[src/rtl/t3add_pkg.sv]
package t3add_pkg;

  typedef enum logic [1:0] {
    PART_FULL = 2'd0,
    PART_LO   = 2'd1,
    PART_HI   = 2'd2,
    PART_BAD  = 2'd3
  } part_sel_e;

  typedef enum logic [1:0] {
    SHF_NONE  = 2'd0,
    SHF_LEFT  = 2'd1,
    SHF_RIGHT = 2'd2,
    SHF_RSVD  = 2'd3
  } shf_mode_e;

  localparam int unsigned NUM_OPS = 3;

endpackage

[src/rtl/t3add_opcond.sv]
module t3add_opcond
  import t3add_pkg::*;
#(
  parameter int unsigned W = 32
) (
  input  logic         clk,
  input  logic         rst,
  input  logic [W-1:0] src,
  input  part_sel_e    part,
  input  logic         neg,
  output logic [W-1:0] dst,
  output logic         bad
);

  localparam int unsigned HW = W / 2;
  localparam int unsigned UW = W - HW;

  logic [W-1:0] narrowed;

  always_comb begin
    bad      = 1'b0;
    narrowed = src;
    case (part)
      PART_FULL: narrowed = src;
      PART_LO:   narrowed = {{UW{1'b0}}, src[HW-1:0]};
      PART_HI:   narrowed = {{HW{1'b0}}, src[W-1:HW]};
      default: begin
        narrowed = src;
        bad      = 1'b1;
      end
    endcase
  end

  always_comb begin
    if (neg) dst = (~narrowed) + {{(W-1){1'b0}}, 1'b1};
    else     dst = narrowed;
  end


  lo_zero_ext_chk: assert property (@(posedge clk) disable iff (rst)
    (part == PART_LO && !neg) |-> (dst[W-1:HW] == '0));


  hi_zero_ext_chk: assert property (@(posedge clk) disable iff (rst)
    (part == PART_HI && !neg) |-> (dst[W-1:UW] == '0));


  neg_sum_chk: assert property (@(posedge clk) disable iff (rst)
    neg |-> ((dst + narrowed) == '0));

endmodule

[src/rtl/t3add_sum.sv]
module t3add_sum
  import t3add_pkg::*;
#(
  parameter int unsigned W = 32
) (
  input  logic         clk,
  input  logic         rst,
  input  logic [W-1:0] ca,
  input  logic [W-1:0] cb,
  input  logic [W-1:0] cc,
  input  shf_mode_e    mode,
  output logic [W-1:0] sum
);

  localparam int unsigned SH = W / 2;

  logic [W-1:0] pair;
  logic [W-1:0] shifted;
  logic [W-1:0] pre_c;

  assign pair = ca + cb;

  always_comb begin
    case (mode)
      SHF_LEFT:  shifted = pair << SH;
      SHF_RIGHT: shifted = pair >> SH;
      default:   shifted = pair;
    endcase
  end

  assign sum   = shifted + cc;
  assign pre_c = sum - cc;


  left_low_zero_chk: assert property (@(posedge clk) disable iff (rst)
    (mode == SHF_LEFT) |-> (pre_c[SH-1:0] == '0));


  right_high_zero_chk: assert property (@(posedge clk) disable iff (rst)
    (mode == SHF_RIGHT) |-> (pre_c[W-1:W-SH] == '0));

endmodule

[src/rtl/t3add_top.sv]
module t3add_top
  import t3add_pkg::*;
#(
  parameter int unsigned DATA_W  = 32,
  parameter bit          REG_OUT = 1'b1
) (
  input  logic              clk,
  input  logic              rst,
  input  logic              in_valid,
  input  logic [DATA_W-1:0] opa,
  input  logic [DATA_W-1:0] opb,
  input  logic [DATA_W-1:0] opc,
  input  logic [1:0]        part_a,
  input  logic [1:0]        part_b,
  input  logic [1:0]        part_c,
  input  logic              neg_a,
  input  logic              neg_b,
  input  logic              neg_c,
  input  logic [1:0]        shift_mode,
  input  logic              plain_form,
  output logic              out_valid,
  output logic [DATA_W-1:0] result,
  output logic              part_err
);

  logic [DATA_W-1:0] op_raw  [NUM_OPS];
  logic [1:0]        sel_raw [NUM_OPS];
  logic              neg_raw [NUM_OPS];
  part_sel_e         sel_eff [NUM_OPS];
  logic [DATA_W-1:0] op_cond [NUM_OPS];
  logic [NUM_OPS-1:0] op_bad;

  assign op_raw[0]  = opa;
  assign op_raw[1]  = opb;
  assign op_raw[2]  = opc;
  assign sel_raw[0] = part_a;
  assign sel_raw[1] = part_b;
  assign sel_raw[2] = part_c;
  assign neg_raw[0] = neg_a;
  assign neg_raw[1] = neg_b;
  assign neg_raw[2] = neg_c;

  for (genvar g = 0; g < NUM_OPS; g++) begin : g_op
    assign sel_eff[g] = plain_form ? PART_FULL : part_sel_e'(sel_raw[g]);

    t3add_opcond #(.W(DATA_W)) i_cond (
      .clk  (clk),
      .rst  (rst),
      .src  (op_raw[g]),
      .part (sel_eff[g]),
      .neg  (neg_raw[g]),
      .dst  (op_cond[g]),
      .bad  (op_bad[g])
    );
  end

  shf_mode_e         mode_eff;
  logic [DATA_W-1:0] sum_now;
  logic              err_now;

  assign mode_eff = plain_form ? SHF_NONE : shf_mode_e'(shift_mode);
  assign err_now  = in_valid & (|op_bad);

  t3add_sum #(.W(DATA_W)) i_sum (
    .clk  (clk),
    .rst  (rst),
    .ca   (op_cond[0]),
    .cb   (op_cond[1]),
    .cc   (op_cond[2]),
    .mode (mode_eff),
    .sum  (sum_now)
  );

  if (REG_OUT) begin : g_reg
    logic              vld_q;
    logic [DATA_W-1:0] res_q;
    logic              err_q;

    always_ff @(posedge clk) begin
      if (rst) begin
        vld_q <= 1'b0;
        res_q <= '0;
        err_q <= 1'b0;
      end else begin
        vld_q <= in_valid;
        err_q <= err_now;
        if (in_valid) res_q <= sum_now;
      end
    end

    assign out_valid = vld_q;
    assign result    = res_q;
    assign part_err  = err_q;


    valid_lat_chk: assert property (@(posedge clk) disable iff (rst)
      in_valid |=> out_valid);


    idle_chk: assert property (@(posedge clk) disable iff (rst)
      !in_valid |=> !out_valid);


    hold_chk: assert property (@(posedge clk) disable iff (rst)
      !in_valid |=> $stable(result));


    err_with_valid_chk: assert property (@(posedge clk) disable iff (rst)
      part_err |-> out_valid);


    plain_no_err_chk: assert property (@(posedge clk) disable iff (rst)
      (in_valid && plain_form) |=> !part_err);
  end else begin : g_comb
    assign out_valid = in_valid;
    assign result    = sum_now;
    assign part_err  = err_now;


    err_with_valid_chk: assert property (@(posedge clk) disable iff (rst)
      part_err |-> out_valid);
  end

endmodule

[config.mk]
export PLATFORM = sky130hd
export DESIGN_NAME = t3add_top
export DESIGN_NICKNAME = d
export VERILOG_FILES = /design/src/rtl/t3add_pkg.sv /design/src/rtl/t3add_opcond.sv /design/src/rtl/t3add_sum.sv /design/src/rtl/t3add_top.sv
export SDC_FILE = /design/constraint.sdc
export NUM_CORES = 1
export LEC_CHECK = 0
export ABC_CLOCK_PERIOD_IN_PS = 8010
export BUFFER_PORTS_ARGS = -buffer_cell sky130_fd_sc_hd__buf_2
export CORE_UTILIZATION = 40
export DETAILED_ROUTE_END_ITERATION = 8
export GPL_TIMING_DRIVEN = 0
export PLACE_DENSITY = 0.58
export SYNTH_ARGS = -nofsm -noshare
export SYNTH_HDL_FRONTEND = slang
export SYNTH_HIERARCHICAL = 1
export SYNTH_SLANG_ARGS = --single-unit
export TNS_END_PERCENT = 100
[constraint.sdc]
create_clock -name clk -period 8.01 [get_ports clk]
set_input_delay 0.4005 -clock clk [delete_from_list [all_inputs] [get_ports clk]]
set_output_delay 0.4005 -clock clk [all_outputs]
set_load 0.005 [all_outputs]
==> impl_metrics.toml, run 1 <==
[cts]
cts.sinks = 34
cts.htree.levels = 2
clock_path_buffers = 2
clock_latency_ns = 0.28
cts_hold_buf = 0
cts_tree = "done"
cts_root_buf = "clkbuf_16"
numCtsBuffers = 5
cts.clk_slew.worst_paths_ns = 0.05

[power]
powerDensity_nw_per_um2 = 238
p_leak_nw = 4.60
ir_worst_vdd_mv = 0.114

[synthesis]
syn_area_sq_um = 9360
synth_most_common_cell = "nor2_1"
synth_area_leaders = "ha_1, dfxtp_1, o21ai_0, nor2_1, xor2_1"
synth_commonest_cells = "nor2_1, nand2_1, o21ai_0, ha_1, a21oi_1"
synth_area_per_cell_sq_um = 6.94
synth-edff-count = 0
synthCells = 1348
syn-num-nets = 1538
synth_seq_cells = 34
ys_seq_area_frac = 0.0727
synth_top_cell_area_share = 0.103
synth_top_area_cell = "ha_1"
yosysUniqueCellTypes = 79
yosysWarningCount = 6
ys.flop_type = "dfxtp_1"
async_flop_share = 0

[route]
drt_iter0_drc = 810
ant_nets = 0
via_count = 10874
drcViolationCount = 0
route.detailed.vias_per_inst = 6.04
wl_per_cell_microns = 19.3
dr.pass1.iters = 5
wirelength_microns = 34700

[layout]
drive_above_1_share = 0.155
final_cells = 1799
final_core_util = 0.472
area_delta_synth_final_pct = 15.0
fin_nets = 1676
diodes = 0

[place]
place_ws_ns = -1.12
numPortBuffers = 130
hpwl_microns = 28300
dp.cells = 1791
place_congestion = 0.964

[setup_path]
startpoint_type = "input port"
critPathCaptureType = "flip-flop"
arrival_ns = 7.77
path_class = "input port to flip-flop"
cpMaxStageDelayCell = "or3_4"
r2r_slack_ns = 7.37
slowest_delay_ns = 0.44
cp.required_ns = 8.18
worstPathMaxFanout = 15

[sta]
timing.final.crit_period_ns = 7.60
final_max_slew_viol_count = 0
final-setup-viol-count = 0
tightest_slew_ns = 1.29
relSlewSlack = 0.132
timing.fmax_mhz = 132
post-route-period-util = 0.949
hold_viol_final = 0
rsz0062_at_grt = "false"
clock-skew-final_ns = 0
setup_ws_ns = 0.407

[status]
status = "complete, no violations"

[die]
die_w_microns = 155
fp.dieArea_sq_um = 24000
initial_core_util = 0.411
die_h_microns = 155
core-area_sq_um = 22800
rows = 55
ios = 145

[global_route]
grt_pass1_vias = 10104
antenna_found_initial = 0
grt_overflow = 0
grt_pass1_wl_microns = 54200
grt_max_degree = 16
grt_usage = 0.283

[run]
cap_violations = 0

[hold_path]
holdCritPathClass = "input port to flip-flop"
==> stage by stage <==
stage	setup TNS [ns]	cell area (sq um)	hold slack (ns)	power [mW]
finish	0	10800	0.368	2.56
global route	0	10800	0.383	2.79
CTS	0	10600	0.367	2.49
detailed placement	-10.51	10400	0.475	2.28
global placement	-11.23	10400	0.470	2.26
floorplan	0	9360	0.485	1.75
==> registers in the layout, indices dropped and copies added (netlist names) <==
name,count
part_err,1
result,32
out_valid,1
==> final cells by class <==
type                            count  area, sq um
Sequential cell                    34          681
Timing Repair Buffer              140          728
Clock buffer                        5          125
Multi-Input combinational cell   1184         8210
Buffer                             82          464
Inverter                           39          146
Clock inverter                      2         10.0
Tap cell                          313          392
Fill cell                        2464        12000
==> critical path: cells and delay by family <==
kind / cells / cell delay, ns
AO/OA/AOI/OAI: 15 / 3.11
XOR/XNOR: 2 / 0.44
adder cells (fa/ha/maj): 4 / 1.07
buffers and inverters: 6 / 0.76
multiplexers: 1 / 0.13
AND/OR/NAND/NOR: 10 / 1.87
==> kinds of logic (layout without fill, tap and decap cells) <==
family,Yosys count,in the layout,synth area share
fa+ha+maj,79,79,0.107
mux,36,36,0.0385
simple gates,510,510,0.283
buf+inv,130,268,0.0675
flops,34,34,0.0727
compound gates,446,446,0.325
xor+xnor,113,113,0.106
==> metal layers <==
layer  wire length [microns]  vias up  track usage
li1                        -     5294            -
met1                   14600     5109        0.350
met2                   16700      408        0.508
met3                    2050       63       0.0228
met4                    1290        0        0.105
met5                       0        -            0
==> power by group <==
group / total [mW] / switching [mW] / internal, mW
sequential: 0.281 / 0.0364 / 0.245
combinational: 2.09 / 1.20 / 0.886
clock: 0.188 / 0.0760 / 0.112
==> final timing paths <==
kind                   start    endpoint  cells past startpoint
setup / recovery  plain_form  result[31]                     38
hold / removal           rst  result[31]                      2
setup reg to reg  result[17]  result[17]                      2
hold reg to reg    result[6]   result[6]                      2
==> cells in the final DEF, fill, tap and decap left out, drive strengths merged, types with 10 or more instances in the layout <==
cell type,instances
buf,159
nor2,141
nand2,112
o21ai,111
ha,77
a21oi,73
clkbuf,68
xor2,57
xnor2,56
nand3,47
inv,39
mux2i,36
dfxtp,34
a22o,33
a22oi,31
a21o,29
nor3,28
nand2b,25
nor2b,25
o22ai,23
nor4,21
nand4,18
o21a,18
o211ai,15
a31oi,15
or3,14
o31ai,13
o31a,10
or2,10
==> what timing repair did <==
action                                  in CTS  in global routing
resized for setup                           15                 33
endpoints found under the setup margin      15                 14
pin swaps                                    3                 14
buffers inserted                             3                  7
Note: power is estimated with default switching activity, not from simulation.
==> run 2: changes to the inputs <==
GPL_TIMING_DRIVEN = default   (was 0)
==> impl_metrics.toml, run 2 (synthesis results as in run 1) <==
[status]
status = "complete, no violations"

[sta]
tns_ns = 0
clock-skew-final_ns = 0
timing.final.crit_period_ns = 7.51
final_max_slew_viol_count = 0
rsz0062_at_grt = "false"
post-route-period-util = 0.938
hold_slack_ns = 0.486
timing.fmax_mhz = 133
relSlewSlack = 0.309
final-setup-viol-count = 0
tightest_slew_ns = 1.03
hold_viol_final = 0

[die]
core-area_sq_um = 22800
ios = 145
die_w_microns = 155
initial_core_util = 0.411
fp.dieArea_sq_um = 24000
die_h_microns = 155
rows = 55

[layout]
area_delta_synth_final_pct = 10.3
layout_common_cells = "buf_2, nor2_1, nand2_1"
layout_commonest_cell = "buf_2"
drive_above_1_share = 0.149
largest_reg_flops = 32
fin_nets = 1620
final_cells = 1743
diodes = 0

[global_route]
grt_pass1_wl_microns = 51900
grt_usage = 0.271
grt_overflow = 0
grt_max_degree = 49
grt_pass1_vias = 9683
antenna_found_initial = 0

[place]
hpwl_microns = 26800
numPortBuffers = 144
dp.cells = 1736
place_congestion = 0.971

[setup_path]
worstPathMaxFanout = 11
r2r_start = "result[0]"
crit_top_cell = "ha_1"
cp.depth = 31
arrival_ns = 7.66
critPathCaptureType = "flip-flop"
r2r_end = "result[0]"
cpLargestDelayFamily = "compound AO/OA/AOI/OAI gates"
path_class = "input port to flip-flop"
reg2regPathDepth = 2
r2r_slack_ns = 7.38
cpMaxStageDelayCell = "nor4_4"
cp.required_ns = 8.16
slowest_delay_ns = 0.41
path_buf_inv = 3
startpoint_type = "input port"

[power]
seqPwrFrac = 0.113
powerDensity_nw_per_um2 = 240
switchingPower_mw = 1.28
ir_worst_vdd_mv = 0.136
p_comb_frac = 0.810
p_int_mw = 1.20
pwr-share-clk = 0.077
p_leak_nw = 4.47
p_sw_frac = 0.516
finalPower_mw = 2.48

[route]
wirelength_microns = 33300
dr.pass1.iters = 7
drt_iter0_drc = 781
route.detailed.vias_per_inst = 6.13
wl_per_cell_microns = 19.1
drcViolationCount = 0
ant_nets = 0
via_count = 10692

[cts]
clock_latency_ns = 0.28
clock_path_buffers = 2
cts.htree.levels = 2
cts_root_buf = "clkbuf_16"
cts_hold_buf = 0
numCtsBuffers = 5
cts_tree = "done"
cts.clk_slew.worst_paths_ns = 0.06
cts.sinks = 34

[hold_path]
whs_endpoint = "result[5]"
hold_depth = 2
holdCritPathClass = "flip-flop to flip-flop"
min_from = "result[5]"

[run]
cap_violations = 0
run 2: layer usage:
layer	up-vias	track usage	part of all wire
met3	73	0.0290	0.056
met5	-	0	0
met2	418	0.453	0.46
met1	5017	0.340	0.42
met4	0	0.152	0.057
li1	5184	-	-
run 2: cell type report:
type,instances,area (sq um)
Tap cell,313,392
Inverter,39,146
Sequential cell,34,681
Clock inverter,2,10.0
Clock buffer,5,125
Multi-Input combinational cell,1184,8090
Fill cell,2424,12500
Timing Repair Buffer,166,886
run 2: worst max-delay path by stage:
| stage | start | endpoint | slack [ns] |
|---|---|---|---|
| floorplan | part_a[0] | result[31] | 0.56 |
| global route | plain_form | result[31] | 0.04 |
| finish | plain_form | result[31] | 0.50 |
| global placement | plain_form | result[31] | 0.31 |
| CTS | plain_form | result[31] | 0.29 |
| detailed placement | plain_form | result[31] | 0.11 |
run 2: power by group through the flow:
stage	clock, mW	sequential, mW	combinational [mW]
2_1_floorplan	0	0.289	1.46
3_3_place_gp	0	0.283	1.97
6_report	0.190	0.280	2.01
5_1_grt	0.203	0.290	2.21
3_5_place_dp	0	0.285	1.97
4_1_cts	0.197	0.282	1.99
run 2: through the flow:
| step | instance area, sq um | util | setup slack [ns] |
|---|---|---|---|
| 2_1_floorplan | 9360 | - | 0.555 |
| 3_3_place_gp | 10100 | 0.446 | 0.314 |
| 3_5_place_dp | 10100 | 0.446 | 0.111 |
| 4_1_cts | 10300 | 0.452 | 0.285 |
| 5_1_grt | 10300 | 0.453 | 0.0393 |
| 6_report | 10300 | 0.453 | 0.497 |
run 2: tightest hold or removal path: stages, from the launching register on:
cell,delay (ns)
dfxtp_1,0.32
mux2i_1,0.06
nor2_1,0.07
run 2: timing repair:
item                       4_1_cts  5_1_grt
buffers inserted                 0        0
gates resized for setup          0       10
setup endpoints to repair        0        6
